### src/rtl/gla_pkg.sv
package gla_pkg;
   typedef enum logic [2:0] {
      PH_IDLE  = 3'b000,
      PH_SCAN  = 3'b001,
      PH_GRANT = 3'b010,
      PH_XFER  = 3'b011
   } bus_phase_e;
endpackage

### src/rtl/gla_prio_enc.sv
// Highest-set-bit encoder of parameterised width.
module gla_prio_enc #(
   parameter int W = 32,
   localparam int IW = (W > 1) ? $clog2(W) : 1
) (
   input  logic [W-1:0]  vec,
   output logic          any,
   output logic [IW-1:0] idx
);
   always_comb begin
      any = 1'b0;
      idx = '0;
      for (int i = 0; i < W; i++) begin
         if (vec[i]) begin
            any = 1'b1;
            idx = IW'(i);
         end
      end
   end
endmodule

### src/rtl/gla_settle_timer.sv
// Counts the settle cycles of the scan phase; done marks the last one.
module gla_settle_timer #(
   parameter int SETTLE = 3,
   localparam int CW = $clog2(SETTLE + 1)
) (
   input  logic clk,
   input  logic rst_n,
   input  logic run,
   output logic done
);
   logic [CW-1:0] cnt;

   assign done = run && (cnt == CW'(SETTLE - 1));

   always_ff @(posedge clk or negedge rst_n) begin
      if (!rst_n)             cnt <= '0;
      else if (!run || done)  cnt <= '0;
      else                    cnt <= cnt + 1'b1;
   end
endmodule

### src/rtl/gla_field_merge.sv
// Folds the buffer-unit requests into the top group, masks the reserved
// bus levels, and picks the winning group and level.
module gla_field_merge #(
   parameter int GRP_N = 4,
   parameter int LVL_W = 32,
   localparam int GRP_B  = $clog2(GRP_N),
   localparam int LVL_B  = $clog2(LVL_W),
   localparam int CODE_W = GRP_B + LVL_B
) (
   input  logic [GRP_N-1:0]  grp_field,
   input  logic [LVL_W-1:0]  lvl_field,
   input  logic              memret_req,
   input  logic              dmabuf_req,
   output logic              win_any,
   output logic [CODE_W-1:0] win_code
);
   logic             dma_any;
   logic [GRP_N-1:0] grp_eff;
   logic             g_any;
   logic [GRP_B-1:0] g_idx;
   logic             top_rsv;
   logic [LVL_W-1:0] lvl_eff;
   logic             l_any;
   logic [LVL_B-1:0] l_idx;

   assign dma_any = memret_req | dmabuf_req;
   assign grp_eff = grp_field | {dma_any, {(GRP_N-1){1'b0}}};

   gla_prio_enc #(.W(GRP_N)) u_grp_enc (
      .vec (grp_eff),
      .any (g_any),
      .idx (g_idx)
   );

   assign top_rsv = g_any && (g_idx == GRP_B'(GRP_N - 1));

   for (genvar i = 0; i < LVL_W; i++) begin : g_lvl
      if (i == LVL_W - 1) begin : g_memret
         assign lvl_eff[i] = (lvl_field[i] & ~top_rsv) | memret_req;
      end else if (i == LVL_W - 2) begin : g_dmabuf
         assign lvl_eff[i] = (lvl_field[i] & ~top_rsv) | dmabuf_req;
      end else begin : g_unit
         assign lvl_eff[i] = lvl_field[i];
      end
   end

   gla_prio_enc #(.W(LVL_W)) u_lvl_enc (
      .vec (lvl_eff),
      .any (l_any),
      .idx (l_idx)
   );

   assign win_any  = g_any & l_any;
   assign win_code = {g_idx, l_idx};
endmodule

### src/rtl/gla_sequencer.sv
// Bus phase sequencer: idle, scan, grant, transfer.
module gla_sequencer
   import gla_pkg::*;
#(
   parameter int CODE_W = 7
) (
   input  logic              clk,
   input  logic              rst_n,
   input  logic              start,
   input  logic              decide,
   input  logic              win_any,
   input  logic [CODE_W-1:0] win_code,
   input  logic              xfer_done,
   output bus_phase_e        phase,
   output logic [CODE_W-1:0] code_q
);
   always_ff @(posedge clk or negedge rst_n) begin
      if (!rst_n) begin
         phase  <= PH_IDLE;
         code_q <= '0;
      end else begin
         unique case (phase)
            PH_IDLE:  if (start) phase <= PH_SCAN;
            PH_SCAN:  if (decide) begin
                         if (win_any) begin
                            code_q <= win_code;
                            phase  <= PH_GRANT;
                         end else begin
                            phase  <= PH_IDLE;
                         end
                      end
            PH_GRANT: phase <= PH_XFER;
            PH_XFER:  if (xfer_done) phase <= PH_IDLE;
            default:  phase <= PH_IDLE;
         endcase
      end
   end
endmodule

### src/rtl/grp_lvl_arbiter.sv
module grp_lvl_arbiter
   import gla_pkg::*;
#(
   parameter int GRP_N  = 4,
   parameter int LVL_W  = 32,
   parameter int SETTLE = 3,
   localparam int GRP_B  = $clog2(GRP_N),
   localparam int LVL_B  = $clog2(LVL_W),
   localparam int CODE_W = GRP_B + LVL_B
) (
   input  logic              clk,
   input  logic              rst_n,
   input  logic [GRP_N-1:0]  grp_field,
   input  logic [LVL_W-1:0]  lvl_field,
   input  logic              memret_req,
   input  logic              dmabuf_req,
   input  logic              xfer_done,
   output logic [2:0]        bus_state,
   output logic              grant_valid,
   output logic [CODE_W-1:0] grant_code
);
   if (GRP_N < 2 || (1 << GRP_B) != GRP_N) begin : g_bad_grp
      $error("GRP_N must be a power of two, at least 2");
   end
   if (LVL_W < 4 || (1 << LVL_B) != LVL_W) begin : g_bad_lvl
      $error("LVL_W must be a power of two, at least 4");
   end
   if (SETTLE < 1) begin : g_bad_settle
      $error("SETTLE must be at least 1");
   end

   bus_phase_e        phase;
   logic [CODE_W-1:0] code_q;
   logic              decide;
   logic              win_any;
   logic [CODE_W-1:0] win_code;
   logic              start;

   assign start = (|grp_field) | memret_req | dmabuf_req;

   gla_settle_timer #(.SETTLE(SETTLE)) u_timer (
      .clk   (clk),
      .rst_n (rst_n),
      .run   (phase == PH_SCAN),
      .done  (decide)
   );

   gla_field_merge #(.GRP_N(GRP_N), .LVL_W(LVL_W)) u_merge (
      .grp_field  (grp_field),
      .lvl_field  (lvl_field),
      .memret_req (memret_req),
      .dmabuf_req (dmabuf_req),
      .win_any    (win_any),
      .win_code   (win_code)
   );

   gla_sequencer #(.CODE_W(CODE_W)) u_seq (
      .clk       (clk),
      .rst_n     (rst_n),
      .start     (start),
      .decide    (decide),
      .win_any   (win_any),
      .win_code  (win_code),
      .xfer_done (xfer_done),
      .phase     (phase),
      .code_q    (code_q)
   );

   assign bus_state   = phase;
   assign grant_valid = (phase == PH_GRANT);
   assign grant_code  = (phase == PH_GRANT || phase == PH_XFER) ? code_q : '0;
endmodule

### config.mk
export PLATFORM = sky130hd
export DESIGN_NAME = grp_lvl_arbiter
export DESIGN_NICKNAME = d
export VERILOG_FILES = /design/src/rtl/gla_pkg.sv /design/src/rtl/gla_prio_enc.sv /design/src/rtl/gla_settle_timer.sv /design/src/rtl/gla_field_merge.sv /design/src/rtl/gla_sequencer.sv /design/src/rtl/grp_lvl_arbiter.sv
export SDC_FILE = /design/constraint.sdc
export NUM_CORES = 1
export LEC_CHECK = 0
export ABC_AREA = 1
export ABC_CLOCK_PERIOD_IN_PS = 2700
export BUFFER_PORTS_ARGS = -buffer_cell sky130_fd_sc_hd__clkbuf_2
export CAP_MARGIN = 20
export CORE_ASPECT_RATIO = 1.5
export CORE_MARGIN = 2
export CORE_UTILIZATION = 50
export CTS_CLUSTER_DIAMETER = 30
export DETAILED_ROUTE_END_ITERATION = 6
export GPL_TIMING_DRIVEN = 0
export PLACE_DENSITY = 0.95
export SKIP_LAST_GASP = 1
export SYNTH_ARGS = -nofsm -noshare
export SYNTH_HDL_FRONTEND = slang
export SYNTH_HIERARCHICAL = 1
export SYNTH_SLANG_ARGS = --single-unit
### constraint.sdc
create_clock -name clk -period 2.7 [get_ports clk]
set_input_delay 0.81 -clock clk [delete_from_list [all_inputs] [get_ports clk]]
set_output_delay 0.81 -clock clk [all_outputs]
set_load 0.1 [all_outputs]
==> summary.txt, run 1 <==
Floorplan
  • Number of core rows: 20
  • Total Die Area: 2631 um2
  • Overall die width: 42.56 um
  • Starting density of the core: 53.67%
  • Core Area: a little over 2000 um2
  • Height of the die: 61.83 um
  • I/O Pins: 52

Finish
  • Count of inserted antenna diode cells: 0
  • Total area of sequential cells: around 280 um2
  • Cell area after layout: 1480 um2
  • Fraction of layout cells with a size suffix above 1: 28.90%
  • Non-Filler Instances: 285
  • Total Nets Final: 306
  • Multi-input gate area in the final layout: 686.9 um2
  • FILL cells: 209
  • Post-synthesis to final-layout area growth: 32.77%

Critical path
  • Crit end category: output port
  • Cell chain of the critical path: nand2_2 -> nor2_4 -> clkbuf_2
  • Crit path DAT: 1620 ps
  • Slowest cell on the critical path: dfrtp_2
  • Worst setup SP type: register
  • Critical path fanouts, max: 9
  • Required time at the endpoint of the critical path: 1890 ps
  • Largest incremental delay on the critical path: 470 ps
  • CP startpoint: u_seq/phase[1]
  • Number of cells traversed by the worst register-to-register path: 8
  • Endpoint of the most critical register-to-register path: u_seq/code_q[0]
  • Critical path type: register to output port
  • Minimum setup slack among reg-to-reg paths: 1100 ps
  • Worst R2R Start: u_seq/phase[0]

Yosys
  • Average cell area after synthesis: about 5.3 um2
  • Yosys Warn Count: 6
  • Most frequently used cell type in the post-synthesis netlist: nand2_1
  • Area share of and/or/nand/nor cells after synthesis: 51.52%
  • Syn_nets: 251
  • Most frequently used flop master after synthesis: dfrtp_1
  • Post-Synth Adder-Cell Area: 1.122%
  • Number of synthesized register bits: 11
  • Area leader, netlist: nand2_1
  • XOR/XNOR Fraction of Synth Area: 0%
  • Cell types with the highest counts after synthesis: 82 x nand2_1, 42 x inv_1, 33 x nor2_1, 12 x nand3_1, 11 x dfrtp_1
  • Number of different library cells in the post-synthesis netlist: 26
  • Post-Syn Instances: 209
  • Sequential fraction of the synthesis area: 24.69%
  • Total standard cell area after synthesis: between 1000 and 1500 um2
  • Main combinational cell family by area after synthesis: simple AND/OR/NAND/NOR gates
  • Ys async rst share: 100.0%
  • Mux cell area share after synthesis: 0%
  • Synth top area cells: nand2_1 28%, dfrtp_1 25%, inv_1 14%, nor2_1 11%, nand3_1 5.4%
  • Fraction of post-synthesis cell area in the top cell type by area: 27.61%
  • Compound-gate portion of the synthesized area: under 10%
  • Number of enable flip-flop cells after synthesis: 0

Detailed routing
  • Highest Signal Layer: met4
  • Post-detailed-route via-to-cell ratio: between 4 and 5
  • DR vias: between 1000 and 1500
  • Final routed DRC violation total: 0
  • Wirelength, routed: about 2200 um
  • First-iteration detailed-routing DRC count: 9
  • First-pass DRT Iterations: 4
  • DR WL met2: 1214 um
  • Antenna viol nets, final: 0
  • M1 wire length: 836 um
  • Routed met3 length: 125 um
  • Routed length per instance: 7.884 um

Worst hold path
  • Classification of the worst-slack hold path: input pin to asynchronous set/reset pin

Pwr
  • Fraction of power consumed by sequential logic: a little under a third
  • Net Sw Power: 527.4 uW
  • Total leakage power: 0.0009312 uW
  • Worst IR Drop VDD: between 0.4 and 0.5 mV
  • Proportion of power drawn by combinational gates: 57.9%
  • Internal cell power: 425.2 uW
  • Power density cells: 643.6 nW/um2
  • Clock Power Share: 11.5%
  • Sw frac: approximately 55%

Placement
  • Routability cong.: 0.7473
  • Hpwl dp: 2060 um
  • Placed cells: 281
  • Buffers on Ports: 50
  • Placement-stage cell area: 1454 um2

CTS
  • Root Driver: clkbuf_4
  • Clk pin slew, worst setup/hold paths: 60 ps
  • Post-CTS Hold Buffers: 0
  • Resized cells post-CTS: 0
  • Clock sink count: 11
  • Clock tree from TritonCTS: built
  • Clock insertion delay at the later pin of the skew report: ~270 ps
  • Longest Clk Path Bufs: 2
  • Setup repair bufs after CTS: 0
  • H-tree levels: 1
  • Clock buffer count from CTS: 3

Global routing
  • GRT Residual Overflow: 0
  • Vias in the first global route: 1113
  • Global router's overall resource usage: 19.31%
  • First-pass GRT wire length: around 3800 um
  • Maximum number of pins on one net before global-route repair: 12
  • Initial antenna violation count: 0

Timing
  • Clock period minus final worst setup slack: 2433 ps
  • Setup-violating endpoint count in the final report: 0
  • Worst-margin pin slew: between 500 and 600 ps
  • Max-slew headroom at the worst pin: 64.11%
  • Hold violation total from the final report: 0
  • Share of the clock period used by the worst path after layout: between 90% and 100%
  • Setup repair after global routing missed its margin: false
  • Final count of pins violating max slew: 0
  • Highest achievable clock rate: 411.1 MHz
  • Final total negative setup slack: 0 ps
  • Worst Skew: just over 0.4 ps

Run status
  • Run status: complete, no violations

Job
  • MaxCap Viol Count: 0
==> critical path, delay by kind of cell, from the launching register on <==
| kind | cells | cell delay [ps] |
|---|---|---|
| buf+inv | 1 | 460 |
| flops | 1 | 470 |
| simple gates | 2 | 410 |
==> layer usage <==
layer,vias to the layer above,GRT usage (%)
li1,720,-
met1,541,16.01
met2,39,40.66
met3,5,2.312
met4,0,14.73
met5,-,0
==> stage by stage <==
step           setup WS [ps]  hold slack [ps]  power [uW]  utilization [%]
5_1_grt                69.51            399.0        1021            71.27
6_report               267.4            396.3       952.6            71.27
2_1_floorplan          210.6            401.7       740.4                -
3_5_place_dp           124.5            431.6       851.9            70.00
3_3_place_gp           173.4            413.6       837.1            70.00
4_1_cts                244.1            397.6       962.7            71.27
==> worst max-delay path by stage <==
stage                                  to  depth (start not counted)
after detailed placement  u_seq/code_q[0]                         34
final                       grant_code[5]                          3
after global placement    u_seq/code_q[0]                         34
after floorplan             grant_code[0]                          2
after CTS                   grant_code[1]                          3
after global routing      u_seq/code_q[0]                         34
==> placed cells by master (no fill, tap or decap), drive strengths merged <==
cell / count
conb: 1
nor2: 35
clkinv: 1
a31oi: 1
nand4: 1
nor4: 1
o31ai: 1
nand2: 84
a21oi: 2
buf: 1
o21ai: 1
o21bai: 1
inv: 49
nor3b: 1
nand3: 13
ha: 1
nor3: 2
nand3b: 1
dfrtp: 11
bufinv: 1
clkbuf: 54
==> state kept, by name, summed over array words and instances (netlist names) <==
name and flops:
u_seq/code_q 7, u_seq/phase 2, u_timer/cnt 2
==> final cells by class <==
cell class / instances / share of cell area [%]
buffer: 1 / 0.5072
clock buffer: 4 / 1.775
inverter: 51 / 13.86
multi-input combinational: 146 / 46.41
sequential: 11 / 18.68
tap: 22 / 1.860
timing repair buffer: 50 / 16.91
==> power by group through the flow <==
stage | Sequential (uW) | Clock [uW] | Combinational (uW)
6_report | 292 | 109 | 552
5_1_grt | 305 | 121 | 595
4_1_cts | 294 | 113 | 556
3_5_place_dp | 296 | 0 | 555
3_3_place_gp | 292 | 0 | 545
2_1_floorplan | 384 | 0 | 356
==> kinds of logic (layout without fill, tap and decap cells) <==
| logic type | Yosys count | after routing |
|---|---|---|
| other cells | 1 | 1 |
| flops | 11 | 11 |
| simple gates | 138 | 138 |
| compound gates | 6 | 6 |
| fa+ha+maj | 1 | 1 |
| buf+inv | 52 | 106 |
Note: power is estimated with default switching activity, not from simulation.
==> inputs of run 2 (changes only) <==
--- a/config.mk
+++ b/config.mk
@@ -6,7 +6,7 @@
 export NUM_CORES = 1
 export LEC_CHECK = 0
 export ABC_AREA = 1
-export ABC_CLOCK_PERIOD_IN_PS = 2700
+export ABC_CLOCK_PERIOD_IN_PS = 2900
 export BUFFER_PORTS_ARGS = -buffer_cell sky130_fd_sc_hd__clkbuf_2
 export CAP_MARGIN = 20
 export CORE_ASPECT_RATIO = 1.5
==> constraint.sdc (replaced) <==
create_clock -name clk -period 2.9 [get_ports clk]
set_input_delay 0.87 -clock clk [delete_from_list [all_inputs] [get_ports clk]]
set_output_delay 0.87 -clock clk [all_outputs]
set_load 0.1 [all_outputs]
==> run 2 against run 1 <==
Compared with the run above:
- clock-buffer cell count did not move
- sequential cell count unchanged
- design area down 2.8%
- critical path depth unchanged
- highest routed layer unchanged
==> summary.txt, run 2 (synthesis gave the netlist of run 1 again) <==
Run status
  • Run status: complete, no violations

CTS
  • Clk pin slew, worst setup/hold paths: 70 ps (about the same)
  • Longest Clk Path Bufs: 2 (unchanged)
  • Clock buffer count from CTS: 3 (unchanged)
  • Clock tree from TritonCTS: built
  • Resized cells post-CTS: 0 (unchanged)
  • H-tree levels: 1 (unchanged)
  • Post-CTS Hold Buffers: 0 (unchanged)
  • Root Driver: clkbuf_4
  • Clock sink count: 11 (unchanged)
  • Clock insertion delay at the later pin of the skew report: 260 ps (about the same)
  • Setup repair bufs after CTS: 0 (unchanged)

Detailed routing
  • First-iteration detailed-routing DRC count: 7 (-2)
  • Routed length per instance: 7.919 um (+0.45%)
  • First-pass DRT Iterations: 4 (unchanged)
  • Final routed DRC violation total: 0 (unchanged)
  • Antenna viol nets, final: 0 (unchanged)
  • DR vias: 1310 (+0.38%)
  • Wirelength, routed: 2257 um (+0.45%)
  • Post-detailed-route via-to-cell ratio: 4.596 (+0.38%)

Critical path
  • Worst setup SP type: register
  • Critical path fanouts, max: 9 (unchanged)
  • Number of cells traversed by the worst register-to-register path: 8 (unchanged)
  • CP Depth: 3 (unchanged)
  • Required time at the endpoint of the critical path: 2030 ps (+140 ps)
  • Crit path DAT: 1610 ps (about the same)
  • CP startpoint: u_seq/phase[1]
  • Slowest cell on the critical path: dfrtp_1
  • Crit end category: output port
  • Kind of cell adding the most delay to the critical path: flip-flops
  • Bufs and invs on worst path: 1 (unchanged)
  • Largest incremental delay on the critical path: 540 ps (+70 ps)
  • Worst R2R Start: u_seq/phase[0]
  • Critical path type: register to output port
  • Cell chain of the critical path: nand2_2 -> nor2_2 -> clkbuf_2

Finish
  • Flip-flop count of the largest register after layout: 7 (unchanged)
  • Biggest register: u_seq/code_q
  • Fraction of layout cells with a size suffix above 1: 28.52% (-0.38 points)
  • Leading cell type in the layout, fill and taps excluded: nand2_1
  • Largest regs: u_seq/code_q (7), u_seq/phase (2), u_timer/cnt (2)
  • Cell area after layout: 1439 um2 (-2.8%)
  • Post-synthesis to final-layout area growth: 29.07%
  • Final Core Density: 69.28% (-2.0 points)
  • Count of inserted antenna diode cells: 0 (unchanged)
  • Most used cells in the layout excluding fill and tap cells: 82 x nand2_1, 50 x clkbuf_2, 42 x inv_1
  • Total Nets Final: 306 (unchanged)

Timing
  • Setup repair after global routing missed its margin: false
  • Clock period minus final worst setup slack: 2479 ps
  • Highest achievable clock rate: between 400 and 500 MHz
  • Setup-violating endpoint count in the final report: 0 (unchanged)
  • Share of the clock period used by the worst path after layout: 85.49%
  • Final count of pins violating max slew: 0 (unchanged)
  • Max-slew headroom at the worst pin: 64.18% (+0.065 points)
  • Final worst hold slack: 426.9 ps (+30.58 ps)
  • Worst Skew: 3.709 ps (+3.296 ps)
  • Worst-margin pin slew: 539.6 ps (-0.9735 ps)
  • Hold violation total from the final report: 0 (unchanged)
  • Setup slack after layout: 420.7 ps (+153.3 ps)

Pwr
  • Worst IR Drop VDD: 0.3473 mV (-29%)
  • Total leakage power: 0.0009302 uW (-0.11%)
  • Power density cells: 589.8 nW/um2 (-8.4%)

Worst hold path
  • Classification of the worst-slack hold path: register to register
  • Min-delay src: u_timer/cnt[0]
  • Worst hold path depth: 1

Floorplan
  • Core Area: 2077 um2 (unchanged)
  • Total Die Area: 2631 um2 (unchanged)
  • Overall die width: 42.56 um (unchanged)
  • Height of the die: 61.83 um (unchanged)
  • Number of core rows: 20 (unchanged)
  • I/O Pins: 52 (unchanged)
  • Starting density of the core: 53.67% (unchanged)

Global routing
  • Maximum number of pins on one net before global-route repair: 12 (unchanged)
  • First-pass GRT wire length: 3870 um (+0.89%)
  • GRT Residual Overflow: 0 (unchanged)
  • Global router's overall resource usage: 18.80% (-0.51 points)
  • Vias in the first global route: 1131 (+1.6%)
  • Initial antenna violation count: 0 (unchanged)

Placement
  • Placement Setup Slack: 291.0 ps (+166.6 ps)
  • Placement-stage cell area: 1413 um2 (-2.8%)
  • Buffers on Ports: 50 (unchanged)
  • Routability cong.: 0.7594 (+1.6%)
  • Hpwl dp: 2033 um (-1.3%)

Job
  • MaxCap Viol Count: 0 (unchanged)
[run 2: cell counts in the layout (fill, tap and decap cells not counted)]
No cell type changed its count.
[run 2: final cells by class]
| class | count | area, um2 |
|---|---|---|
| Clock buffer | 4 | 26.28 |
| Buffer | 1 | 7.507 |
| Multi-Input combinational cell | 146 | 646.9 |
| Inverter | 51 | 205.2 |
| Fill cell | 206 | 638.1 |
| Timing Repair Buffer | 50 | 250.2 |
| Sequential cell | 11 | 275.3 |
| Tap cell | 22 | 27.53 |
[run 2: routing by layer]
| metal | vias to the layer above | global-route usage (%) | part of all wire [%] |
|---|---|---|---|
| met3 | 2 | 1.734 | 4.3 |
| met2 | 38 | 41.76 | 56 |
| li1 | 715 | - | - |
| met1 | 555 | 16.13 | 39 |
| met5 | - | 0 | 0 |
| met4 | 0 | 9.375 | 1.1 |
[run 2: final timing paths]
| path | endpoint | slack (ps) |
|---|---|---|
| max | grant_code[6] | 420 |
| min | u_timer/cnt[0] | 430 |
| max reg2reg | u_seq/code_q[3] | 1340 |
| min reg2reg | u_timer/cnt[0] | 430 |
| max in group asynchronous | u_seq/code_q[2] | 2220 |
| min in group asynchronous | u_seq/phase[0] | 470 |
[run 2: where the power goes]
group,internal [uW],switching (uW)
Sequential,210,57.1
Combinational,125,359
Clock,53.0,44.8
[run 2: metrics by stage]
step	TNS [ps]	total power, uW	cells
after global routing	0	916.5	285
after CTS	0	859.3	285
after global placement	0	745.8	281
after detailed placement	0	758.8	281
final	0	848.6	285
after floorplan	-1713	657.0	209
==> inputs of run 3 (changes only) <==
--- a/config.mk
+++ b/config.mk
@@ -7,15 +7,15 @@
 export LEC_CHECK = 0
 export ABC_AREA = 1
 export ABC_CLOCK_PERIOD_IN_PS = 2900
-export BUFFER_PORTS_ARGS = -buffer_cell sky130_fd_sc_hd__clkbuf_2
 export CAP_MARGIN = 20
-export CORE_ASPECT_RATIO = 1.5
 export CORE_MARGIN = 2
-export CORE_UTILIZATION = 50
+export CORE_UTILIZATION = 67
 export CTS_CLUSTER_DIAMETER = 30
 export DETAILED_ROUTE_END_ITERATION = 6
+export DONT_BUFFER_PORTS = 1
+export GPL_ROUTABILITY_DRIVEN = 1
 export GPL_TIMING_DRIVEN = 0
-export PLACE_DENSITY = 0.95
+export PLACE_DENSITY = 0.93
 export SKIP_LAST_GASP = 1
 export SYNTH_ARGS = -nofsm -noshare
 export SYNTH_HDL_FRONTEND = slang
==> run 3 against run 2 <==
Compared with the run above:
- design area decreased by 14%
- worst hold slack got worse by 130 ps
- total power increased by 2.4%
- sequential cell count unchanged
- clock skew decreased by 1.4 ps
- via count decreased by 9.4%
- register-to-register slack got worse by 720 ps
- combinational power decreased by 15%
- critical path depth decreased by 1
- clock power about the same
- critical endpoint is now grant_valid
==> summary.txt, run 3 (synthesis gave the netlist of run 1 again) <==
Timing
  • Max-slew headroom at the worst pin: 39.51% (-25 points)
  • Setup-violating endpoint count in the final report: 0 (unchanged)
  • Final total negative setup slack: 0 ps (unchanged)
  • Final worst hold slack: 296.1 ps (-130.8 ps)
  • Worst Skew: 2.309 ps (-1.401 ps)
  • Worst-margin pin slew: 907.4 ps (+367.8 ps)
  • Final count of pins violating max slew: 0 (unchanged)
  • Setup repair after global routing missed its margin: false
  • Hold violation total from the final report: 0 (unchanged)
  • Clock period minus final worst setup slack: 2773 ps (+293.3 ps)
  • Highest achievable clock rate: 360.7 MHz (-11%)
  • Share of the clock period used by the worst path after layout: 95.60% (+10 points)

CTS
  • Clock tree from TritonCTS: built
  • Clock buffer count from CTS: 3 (unchanged)
  • Clk pin slew, worst setup/hold paths: 70 ps (about the same)
  • H-tree levels: 1 (unchanged)
  • Clock sink count: 11 (unchanged)
  • Root Driver: clkbuf_4
  • Longest Clk Path Bufs: 2 (unchanged)
  • Post-CTS Hold Buffers: 0 (unchanged)
  • Clock insertion delay at the later pin of the skew report: 260 ps (about the same)

Finish
  • Leading cell type in the layout, fill and taps excluded: nand2_1
  • Flip-flop count of the largest register after layout: 7 (unchanged)
  • Cell area after layout: 1236 um2 (-14%)
  • Most used cells in the layout excluding fill and tap cells: 82 x nand2_1, 42 x inv_1, 25 x nor2_1
  • Fraction of layout cells with a size suffix above 1: 12.62% (-16 points)
  • FILL cells: 128 (-38%)
  • Post-synthesis to final-layout area growth: 10.89%
  • Total Nets Final: 257 (-16%)
  • Largest regs: u_seq/code_q (7), u_seq/phase (2), u_timer/cnt (2)
  • Biggest register: u_seq/code_q
  • Count of inserted antenna diode cells: 0 (unchanged)

Placement
  • Placement-stage cell area: 1155 um2 (-18%)
  • Routability cong.: 0.7745 (+2.0%)
  • Hpwl dp: 2014 um (-0.94%)
  • Buffers on Ports: 0 (-100%)

Pwr
  • Tot Pwr: 868.9 uW (+2.4%)
  • Net Sw Power: 491.8 uW (+6.8%)
  • Power density cells: 702.9 nW/um2 (+19%)
  • Clock Power Share: 11.5% (about the same)
  • Fraction of power consumed by sequential logic: 41.4% (+9.9 points)
  • Proportion of power drawn by combinational gates: 47.1% (-9.9 points)
  • Total leakage power: 0.0007256 uW (-22%)
  • Worst IR Drop VDD: 0.4558 mV (+31%)
  • Sw frac: 56.60% (+2.3 points)
  • Internal cell power: 377.1 uW (-2.8%)

Global routing
  • First-pass GRT wire length: 4278 um (+11%)
  • Vias in the first global route: 1098 (-2.9%)
  • GRT Residual Overflow: 0 (unchanged)
  • Maximum number of pins on one net before global-route repair: 12 (unchanged)
  • Global router's overall resource usage: 28.30% (+9.5 points)
  • Initial antenna violation count: 0 (unchanged)

Floorplan
  • Number of core rows: 14 (-30%)
  • Overall die width: 44.79 um (+5.3%)
  • Height of the die: 44.79 um (-28%)
  • Starting density of the core: 72.32% (+19 points)
  • Core Area: 1541 um2 (-26%)
  • Total Die Area: 2006 um2 (-24%)
  • I/O Pins: 52 (unchanged)

Critical path
  • Required time at the endpoint of the critical path: 2030 ps (about the same)
  • Worst setup SP type: register
  • Critical path type: register to output port
  • Critical path fanouts, max: 9 (unchanged)
  • Endpoint of the most critical register-to-register path: u_seq/code_q[4]
  • Kind of cell adding the most delay to the critical path: simple AND/OR/NAND/NOR gates
  • Slowest cell on the critical path: dfrtp_4
  • Cell chain of the critical path: nand2_2 -> nor2_4
  • Worst R2R Start: u_seq/phase[0]
  • Minimum setup slack among reg-to-reg paths: 620 ps (-720 ps)
  • Largest incremental delay on the critical path: 670 ps (+130 ps)
  • Crit path DAT: 1900 ps (+290 ps)
  • Crit end category: output port
  • Number of cells traversed by the worst register-to-register path: 9 (+1)
  • Bufs and invs on worst path: 0 (-1)

Detailed routing
  • First-pass DRT Iterations: 4 (unchanged)
  • Routed length per instance: 11.06 um (+40%)
  • Wirelength, routed: 2543 um (+13%)
  • Post-detailed-route via-to-cell ratio: 5.161 (+12%)
  • DR vias: 1187 (-9.4%)
  • Final routed DRC violation total: 0 (unchanged)
  • Antenna viol nets, final: 0 (unchanged)
  • First-iteration detailed-routing DRC count: 37 (+30)

Job
  • MaxCap Viol Count: 0 (unchanged)

Run status
  • Run status: complete, no violations

Worst hold path
  • Classification of the worst-slack hold path: input pin to asynchronous set/reset pin
[run 3: through the flow]
step	worst slack [ps]	utilization, %	cells
3_3_place_gp	-287.5	74.92	225
2_1_floorplan	-214.1	-	209
3_5_place_dp	-312.0	74.92	225
5_1_grt	81.84	80.19	230
4_1_cts	155.7	79.46	229
6_report	127.5	80.19	230
[run 3: final cells by class]
class	instances	area [um2]	share of cell area (%)
Buffer	1	7.507	0.6073
Clock buffer	4	26.28	2.125
Inverter	51	205.2	16.60
Multi-Input combinational cell	146	686.9	55.57
Sequential cell	11	279.0	22.57
Tap cell	16	20.02	1.619
Timing Repair Buffer	1	11.26	0.9109
[run 3: per-layer routing]
layer / track usage [%] / wire length (um)
met5: 0 / 0
met4: 9.412 / 16
met3: 1.600 / 184
met2: 54.78 / 1336
met1: 32.66 / 1006
[run 3: worst max path at each step]
stage          cells after the start           start  slack, ps       endpoint
3_5_place_dp                       2  u_seq/phase[1]       -310  grant_code[5]
4_1_cts                            2  u_seq/phase[1]        160    grant_valid
3_3_place_gp                       2  u_seq/phase[1]       -290    grant_valid
5_1_grt                            2  u_seq/phase[1]         80    grant_valid
6_report                           2  u_seq/phase[1]        130    grant_valid
2_1_floorplan                      2  u_seq/phase[1]       -210  grant_code[0]
[run 3: timing repair]
| action | in CTS | in global routing |
|---|---|---|
| resized for setup | 10 | 0 |
| endpoints found under the setup margin | 8 | 0 |
| setup buffers | 0 | 0 |
[run 3: power by group through the flow]
stage	sequential [uW]	clock, uW	combinational (uW)
6_report	360	100	409
5_1_grt	369	111	443
4_1_cts	375	102	372
3_5_place_dp	368	0	341
3_3_place_gp	363	0	320
2_1_floorplan	354	0	303
[run 3: worst reg2reg max path: stages, from the launching register on]
cell	delay (ps)
dfrtp_1	940
buf_6	240
nor3b_1	270
nand2_1	90
inv_1	110
nand2_1	60
inv_1	220
nand2_4	110
nand2_1	70
nand2_1	60
